==> src/rtl/ppg_pkg.sv <==
package ppg_pkg;
  // PPROT: bit 1 set = nonsecure, bit 0 set = privileged
  typedef struct packed {
    logic ns;     // port configured nonsecure
    logic upriv;  // unprivileged access permitted
  } port_cfg_t;

  function automatic logic refuse(input logic bypass_sec, input port_cfg_t c,
                                  input logic [1:0] prot);
    logic sec_fail;
    logic priv_fail;
    sec_fail  = !bypass_sec && ((!prot[1]) == c.ns);
    priv_fail = !prot[0] && !c.upriv;
    return sec_fail || priv_fail;
  endfunction
endpackage

==> src/rtl/ppg_port_check.sv <==
module ppg_port_check
  import ppg_pkg::*;
#(
  parameter bit BYPASS_SEC = 1'b0
) (
  input  logic       clk,
  input  logic       rst,
  input  logic       cfg_ns_i,
  input  logic       cfg_upriv_i,
  input  logic       psel_i,
  input  logic [1:0] prot_i,
  output logic       refused_o,
  output logic       fwd_sel_o
);
  port_cfg_t cfg_q;

  always_ff @(posedge clk) begin
    if (rst) begin
      cfg_q <= '0;
    end else begin
      cfg_q.ns    <= cfg_ns_i;
      cfg_q.upriv <= cfg_upriv_i;
    end
  end

  logic hit;
  always_comb begin
    hit       = refuse(BYPASS_SEC, cfg_q, prot_i);
    refused_o = psel_i && hit;
    fwd_sel_o = psel_i && !hit;
  end

  AST_UNPRIV_BLOCK: assert property (@(posedge clk) disable iff (rst)
    (psel_i && !prot_i[0] && !cfg_q.upriv) |-> !fwd_sel_o);

  generate
    if (!BYPASS_SEC) begin : g_sec_chk
      AST_SEC_BLOCK: assert property (@(posedge clk) disable iff (rst)
        (psel_i && ((!prot_i[1]) == cfg_q.ns)) |-> !fwd_sel_o);
    end else begin : g_sec_skip
      AST_SEC_SKIPPED: assert property (@(posedge clk) disable iff (rst)
        (psel_i && prot_i[0]) |-> fwd_sel_o);
    end
  endgenerate
endmodule

==> src/rtl/ppg_resp_mux.sv <==
module ppg_resp_mux #(
  parameter int NPORT = 16,
  parameter int DW    = 32
) (
  input  logic [NPORT-1:0]    psel_i,
  input  logic                refused_i,
  input  logic                err_mode_q_i,
  input  logic [NPORT*DW-1:0] d_prdata_i,
  input  logic [NPORT-1:0]    d_pready_i,
  input  logic [NPORT-1:0]    d_pslverr_i,
  output logic [DW-1:0]       prdata_o,
  output logic                pready_o,
  output logic                pslverr_o
);
  always_comb begin
    prdata_o  = '0;
    pready_o  = 1'b1;
    pslverr_o = 1'b0;
    if (refused_i) begin
      pslverr_o = err_mode_q_i;
    end else begin
      for (int i = 0; i < NPORT; i++) begin
        if (psel_i[i]) begin
          prdata_o  = d_prdata_i[i*DW +: DW];
          pready_o  = d_pready_i[i];
          pslverr_o = d_pslverr_i[i];
        end
      end
    end
  end
endmodule

==> src/rtl/ppg_viol_status.sv <==
module ppg_viol_status (
  input  logic clk,
  input  logic rst,
  input  logic viol_i,
  input  logic clr_i,
  input  logic en_i,
  output logic irq_o
);
  logic flag_q;

  always_ff @(posedge clk) begin
    if (rst || clr_i) flag_q <= 1'b0;
    else if (viol_i)  flag_q <= 1'b1;
  end

  assign irq_o = flag_q && en_i;

  AST_FLAG_STICKY: assert property (@(posedge clk) disable iff (rst)
    (flag_q && !clr_i) |=> flag_q);
  AST_VIOL_SETS: assert property (@(posedge clk) disable iff (rst)
    (viol_i && !clr_i) |=> flag_q);
  AST_CLEAR_WINS: assert property (@(posedge clk) disable iff (rst)
    clr_i |=> !flag_q);
  AST_IRQ_MASKED: assert property (@(posedge clk) disable iff (rst)
    !en_i |-> !irq_o);
endmodule

==> src/rtl/ppg_gate.sv <==
module ppg_gate #(
  parameter int               NPORT           = 16,
  parameter int               AW              = 16,
  parameter int               DW              = 32,
  parameter logic [NPORT-1:0] SEC_BYPASS_MASK = '0
) (
  input  logic                clk,
  input  logic                rst,
  input  logic [NPORT-1:0]    cfg_ns_i,
  input  logic [NPORT-1:0]    cfg_upriv_i,
  input  logic                err_mode_i,
  input  logic                irq_en_i,
  input  logic                irq_clr_i,
  output logic                irq_o,
  input  logic [NPORT-1:0]    psel_i,
  input  logic                penable_i,
  input  logic                pwrite_i,
  input  logic [AW-1:0]       paddr_i,
  input  logic [DW-1:0]       pwdata_i,
  input  logic [DW/8-1:0]     pstrb_i,
  input  logic [2:0]          pprot_i,
  output logic [DW-1:0]       prdata_o,
  output logic                pready_o,
  output logic                pslverr_o,
  output logic [NPORT-1:0]    d_psel_o,
  output logic                d_penable_o,
  output logic                d_pwrite_o,
  output logic [AW-1:0]       d_paddr_o,
  output logic [DW-1:0]       d_pwdata_o,
  output logic [DW/8-1:0]     d_pstrb_o,
  output logic [2:0]          d_pprot_o,
  input  logic [NPORT*DW-1:0] d_prdata_i,
  input  logic [NPORT-1:0]    d_pready_i,
  input  logic [NPORT-1:0]    d_pslverr_i
);
  logic             err_mode_q;
  logic [NPORT-1:0] refused_vec;
  logic             refused_any;

  always_ff @(posedge clk) begin
    if (rst) err_mode_q <= 1'b0;
    else     err_mode_q <= err_mode_i;
  end

  genvar g;
  generate
    for (g = 0; g < NPORT; g++) begin : g_port
      ppg_port_check #(.BYPASS_SEC(SEC_BYPASS_MASK[g])) u_chk (
        .clk        (clk),
        .rst        (rst),
        .cfg_ns_i   (cfg_ns_i[g]),
        .cfg_upriv_i(cfg_upriv_i[g]),
        .psel_i     (psel_i[g]),
        .prot_i     (pprot_i[1:0]),
        .refused_o  (refused_vec[g]),
        .fwd_sel_o  (d_psel_o[g])
      );
    end
  endgenerate

  assign refused_any = |refused_vec;

  assign d_penable_o = penable_i;
  assign d_pwrite_o  = pwrite_i;
  assign d_paddr_o   = paddr_i;
  assign d_pwdata_o  = pwdata_i;
  assign d_pstrb_o   = pstrb_i;
  assign d_pprot_o   = pprot_i;

  ppg_resp_mux #(.NPORT(NPORT), .DW(DW)) u_mux (
    .psel_i       (psel_i),
    .refused_i    (refused_any),
    .err_mode_q_i (err_mode_q),
    .d_prdata_i   (d_prdata_i),
    .d_pready_i   (d_pready_i),
    .d_pslverr_i  (d_pslverr_i),
    .prdata_o     (prdata_o),
    .pready_o     (pready_o),
    .pslverr_o    (pslverr_o)
  );

  ppg_viol_status u_stat (
    .clk   (clk),
    .rst   (rst),
    .viol_i(refused_any && penable_i),
    .clr_i (irq_clr_i),
    .en_i  (irq_en_i),
    .irq_o (irq_o)
  );

  AST_ERR_RESP: assert property (@(posedge clk) disable iff (rst)
    (refused_any && err_mode_q) |-> (pready_o && pslverr_o));
  AST_RAZ_RESP: assert property (@(posedge clk) disable iff (rst)
    (refused_any && !err_mode_q) |-> (pready_o && !pslverr_o && prdata_o == '0));
  AST_IDLE_RESP: assert property (@(posedge clk) disable iff (rst)
    (psel_i == '0) |-> (pready_o && !pslverr_o && d_psel_o == '0));
  AST_SEL_SUBSET: assert property (@(posedge clk) disable iff (rst)
    (d_psel_o & ~psel_i) == '0);
endmodule

==> config.mk <==
export PLATFORM = sky130hd
export DESIGN_NAME = ppg_gate
export DESIGN_NICKNAME = d
export VERILOG_FILES = /design/src/rtl/ppg_pkg.sv /design/src/rtl/ppg_port_check.sv /design/src/rtl/ppg_resp_mux.sv /design/src/rtl/ppg_viol_status.sv /design/src/rtl/ppg_gate.sv
export SDC_FILE = /design/constraint.sdc
export NUM_CORES = 1
export LEC_CHECK = 0
export BUFFER_PORTS_ARGS = -buffer_cell sky130_fd_sc_hd__clkbuf_2
export CAP_MARGIN = 20
export CORE_AREA = 2 2 294 296
export CTS_CLUSTER_SIZE = 14
export DETAILED_ROUTE_END_ITERATION = 16
export DIE_AREA = 0 0 296 298
export PLACE_DENSITY = 0.33
export SLEW_MARGIN = 15
export SYNTH_ARGS = -nofsm -noshare
export SYNTH_HDL_FRONTEND = slang
export SYNTH_SLANG_ARGS = --single-unit
==> constraint.sdc <==
create_clock -name clk -period 5.1 [get_ports clk]
set_input_delay 0.255 -clock clk [delete_from_list [all_inputs] [get_ports clk]]
set_output_delay 0.255 -clock clk [all_outputs]
set_load 0.02 [all_outputs]
# After elaboration in Yosys (flattened, before gate mapping)
# Index checks and enable logic that the tools add are counted.
# Widths: inputs -> output; s select.
dict set report classes {
  eq_ne 16
  n_mux 51
  n_reduce_logical 102
}
# cell n
set ops {}
lappend ops {{$mux 32} 17}
lappend ops {{$logic_and 1x1->1} 50}
lappend ops {{$logic_not 1->1} 34}
lappend ops {{$mux 1} 34}
lappend ops {{$logic_or 1x1->1} 17}
lappend ops {{$eq 1x1->1} 16}
lappend ops {{$reduce_or 16->1} 1}
dict set report word_totals {
  register_bits 34
  inputBits 654
  output_inout_bits 108
  wordCells 203
}

# Longest topological paths before layout
dict set report depth {
  ltp_word 17
  mapped_depth 10
}

# Hierarchy
# Synthesis repeated with hierarchy kept, for this count alone.
dict set report unflattened {
  hier_cells 849
  area_unflattened_um2 6256.0
}
# module n_inst cells_per_inst area_each_um2 seq_area_each_um2
set modules_own_cells {}
lappend modules_own_cells {ppg_resp_mux 1 651 4350.4 0.0}
lappend modules_own_cells {ppg_port_check 16 8 85.1 40.0}
lappend modules_own_cells {ppg_gate 1 66 504.2 20.0}
lappend modules_own_cells {ppg_viol_status 1 4 40.0 20.0}

# Worst setup path before layout
# No wires, ideal clock.
dict set report synth_path {
  kind {input -> output}
  startpoint {input pprot_i[1]}
  endpoint {output prdata_o[31]}
  t_arrival_ps 2133
  path_slack_ps 2712
  stages 8
  path_buffers 2
  path_cell_list {buf_6 -> buf_6 -> xor2_1 -> o21ai_2 -> nand4_2 -> nor4_4 -> nand2_4 -> o311ai_1}
}
dict set report synth_via {
  elab_chain_cells 6
  elab_cells_between_ends 51
}
# element line_no
set synth_lines {}
lappend synth_lines {{start, declared} ppg_gate.sv:21} ;# input logic [2:0] pprot_i,
lappend synth_lines {{$logic_not 1->1 (*)} ppg_pkg.sv:12} ;# sec_fail = !bypass_sec && ((!prot[1]) == c.ns);
lappend synth_lines {{$eq 1x1->1} ppg_pkg.sv:12}
lappend synth_lines {{$logic_or 1x1->1} ppg_pkg.sv:14} ;# return sec_fail || priv_fail;
lappend synth_lines {{$logic_and 1x1->1} ppg_port_check.sv:29} ;# refused_o = psel_i && hit;
lappend synth_lines {{$reduce_or 16->1 (*)} ppg_gate.sv:61} ;# assign refused_any = |refused_vec;
lappend synth_lines {{$mux 32 (*)} ppg_resp_mux.sv:19} ;# if (refused_i) begin
lappend synth_lines {{end, declared} ppg_gate.sv:22} ;# output logic [DW-1:0] prdata_o,
# Mark *: on every way between the ends. The rest lies on a longest branch, timed or not.

# Final worst setup path
dict set report layout_path {
  startpoint {input pprot_i[1]}
  endpoint {output prdata_o[6]}
}
# The elaborated chain is that of the path after synthesis.

==> results by group <==
GRT
  • Largest net degree at the start of global routing: 69
  • Initial antenna violation count: 11
  • Vias in the first global route: between 9000 and 10000
  • First-pass GRT wire length: 79300 microns
  • GRT overflow: 0
  • GRT Overall Usage: 0.131

Route
  • Total Wirelength: 62500 microns
  • Vias per cell: 3.76
  • Routed met2 length: roughly 31000 microns
  • Uppermost layer routed: met5
  • Post-route ant nets: 0
  • DRC errors left: 0
  • Vias: 9463
  • Pre-antenna DRT Iters: 5
  • Drt wl/cell: between 20 and 25 microns
  • Initial drt markers: 616
  • Met1 wire length: 24100 microns
  • Metal3 WL: 4580 microns

Logic synthesis
  • Synthesized flop and latch total: 34
  • Most used DFF post-synth: dfxtp_1
  • Mean post-synth cell area: ~7.1 sq um
  • Synth area leaders: dfxtp_1 (11%), o22ai_1 (9.9%), buf_4 (9.4%), o311ai_2 (8.2%), o21ai_1 (5.8%)
  • Syn nets: 1495
  • Syn. warnings: 0
  • Mapped Area: 5980 sq um
  • Yosys cell types: 50
  • Fraction of registers with async set/reset: 0
  • Post-synth top area share: 0.114
  • Sequential share of the synthesized area: 0.114
  • Synth Instances: 841
  • Cell taking the most area after synthesis: dfxtp_1
  • Post-synth EDFFs: 0

Critical path
  • Cells along the critical path: clkbuf_2 > xor2_1 > o21ai_0 > nand4_1 > nor4_4 > buf_4 > nand3_1 > o311ai_2 > clkbuf_2
  • CP Launch Type: input pin
  • Crit path top cell by count: clkbuf_2
  • Crit path DAT: 3.55 ns
  • Critical path's largest stage delay: 0.63 ns
  • Kind of cell adding the most delay to the critical path: buffers and inverters
  • Crit Path Class: input pin to primary output
  • Crit path max fanout: 68
  • Worst path slowest cell: buf_4
  • Worst EP required: approximately 4.9 ns
  • CP Capture Type: primary output
  • CP Buf/Inv Count: 3

STA
  • Clock period minus worst slack: roughly 3.8 ns
  • RSZ-0062 raised after global routing: no
  • Fin. Hold Viols: 0
  • Worst-Margin Slew: roughly 1.1 ns
  • Fin Setup TNS: 0 ns
  • Hold_ws: between 0.15 and 0.2 ns
  • Crit share post-route: 0.747
  • Max Freq: 263 MHz
  • Worst slew margin: 0.280
  • Clk_skew: between 0.005 and 0.006 ns
  • Final Max Slew Viols: 0
  • Final setup fails: 0

Floorplanning
  • Initial Utilization: 0.0705
  • Die X: 296 microns
  • I/O pin cnt: roughly 760
  • DIE AREA: between 80000 and 90000 sq um
  • Core area: 84900 sq um
  • Row count: about 110
  • Die H: 298 microns

CTS
  • Post-CTS setup buffers: 0
  • CTS tree: done
  • Hold buffers post-CTS: 0
  • Bufs on Longest Clock Path: 2
  • Root Buffer: clkbuf_16
  • Post-cts sizing count: 0
  • Worst skew pair latency: 0.29 ns
  • Clk slew on worst S/H paths: about 0.060 ns
  • Sink Count: 34
  • Num CTS Buffers: 5
  • H-tree lvl count: 2

Finish
  • Net count, final: a little over 2000
  • Final instance area: roughly 10000 sq um
  • Area growth syn-to-layout: 70.5%
  • Commonest non-fill, non-tap cell in the layout: clkbuf_2
  • Share of layout cells above drive strength 1: 0.540
  • Commonest cells after routing, fill and taps aside: clkbuf_2 (653), o22ai_1 (95), o21ai_1 (69)
  • Fin cells: 2519

Power
  • PD cells: 131 nW/um^2
  • Total Power: 0.00133 W
  • Peak supply drop: 95.3 uV
  • LEAKAGE: ~4.5 nW

Run status
  • Status: finished, final reports clean

Place
  • Detailed Place HPWL: approximately 55000 microns
  • Port Buffers: 653
  • Placement-stage cell area: about 10000 sq um
  • RePlAce Congestion: around 0.9
  • Dpl cells: 2502

Run
  • Max Cap Viol: 0

Hold path
  • HP Class: input pin to register
==> cells by family after synthesis <==
logic type / count (synthesis) / synth area share
simple gates: 244 / 0.207
buf+inv: 185 / 0.172
flops: 34 / 0.114
compound gates: 362 / 0.484
xor+xnor: 16 / 0.0234
==> state kept, by name, summed over array words and instances (netlist names) <==
register,flops
u_stat.flag_q,1
g_port.u_chk.cfg_q,32
err_mode_q,1
==> layer usage <==
layer	vias to the layer above	GRT usage
li1	4304	-
met3	54	0.0245
met5	-	0
met4	6	0.0533
met2	612	0.238
met1	4487	0.149
==> through the flow <==
stage | setup WS (ns) | util
finish | 1.29 | 0.120
detailed placement | 1.03 | 0.118
CTS | 1.01 | 0.120
global route | 1.06 | 0.120
global placement | 1.00 | 0.118
floorplan | 2.71 | -
==> path summary, 6_finish.rpt <==
check,startpoint,endpoint,slack [ns],cells past startpoint
min,cfg_upriv_i[8],g_port[8].u_chk.cfg_q[0],0.17,2
min reg2reg,u_stat.flag_q,u_stat.flag_q,0.46,1
max,pprot_i[1],prdata_o[6],1.29,9
max reg2reg,g_port[1].u_chk.cfg_q[1],u_stat.flag_q,2.33,7
==> report_power, final <==
group | switching, W | leakage, nW | total [W] | internal (W)
clock | 0.000132 | 0.0709 | 0.000313 | 0.000181
combinational | 0.000428 | 4.10 | 0.000734 | 0.000306
sequential | 0.00000590 | 0.283 | 0.000286 | 0.000280
==> cell usage after synthesis (2+ instances only) <==
cell type and n:
nor2b_1 41, o2111a_1 30, a221oi_1 34, o21ai_1 69
nand3_1 63, buf_6 6, o21a_1 2, clkinv_1 2
a22oi_1 32, nor3_1 11, nand2_1 47, buf_2 7
inv_1 15, nand4_1 3, dfxtp_1 34, o221ai_1 2
o22ai_1 95, a222oi_1 33, a21oi_1 8, o21ai_0 13
nor2_1 51, a2111oi_0 2, nand2b_1 4, clkbuf_1 72
nand3b_1 4, nor3b_1 12, o311ai_2 30, buf_4 75
or3_1 2, xor2_1 16, buf_1 7
==> layout make-up <==
cell class | instances | area (sq um)
multi-input cells | 622 | 4320
repair buffers | 685 | 3530
inverters | 18 | 67.6
diodes | 8 | 20.0
clock buffers | 6 | 129
flip-flops and latches | 34 | 681
fillers | 10100 | 74700
well taps | 1144 | 1430
clock inverters | 2 | 13.8
==> worst register-to-register path: stages, from the launching register on <==
cell and delay [ns]:
dfxtp_1 0.33, xor2_1 0.16, o21ai_0 0.55, nand4_1 0.23, nor4_4 0.43, buf_4 0.63
nor2b_1 0.14, o21a_1 0.19
No activity file was read; power rests on OpenSTA's default activity.
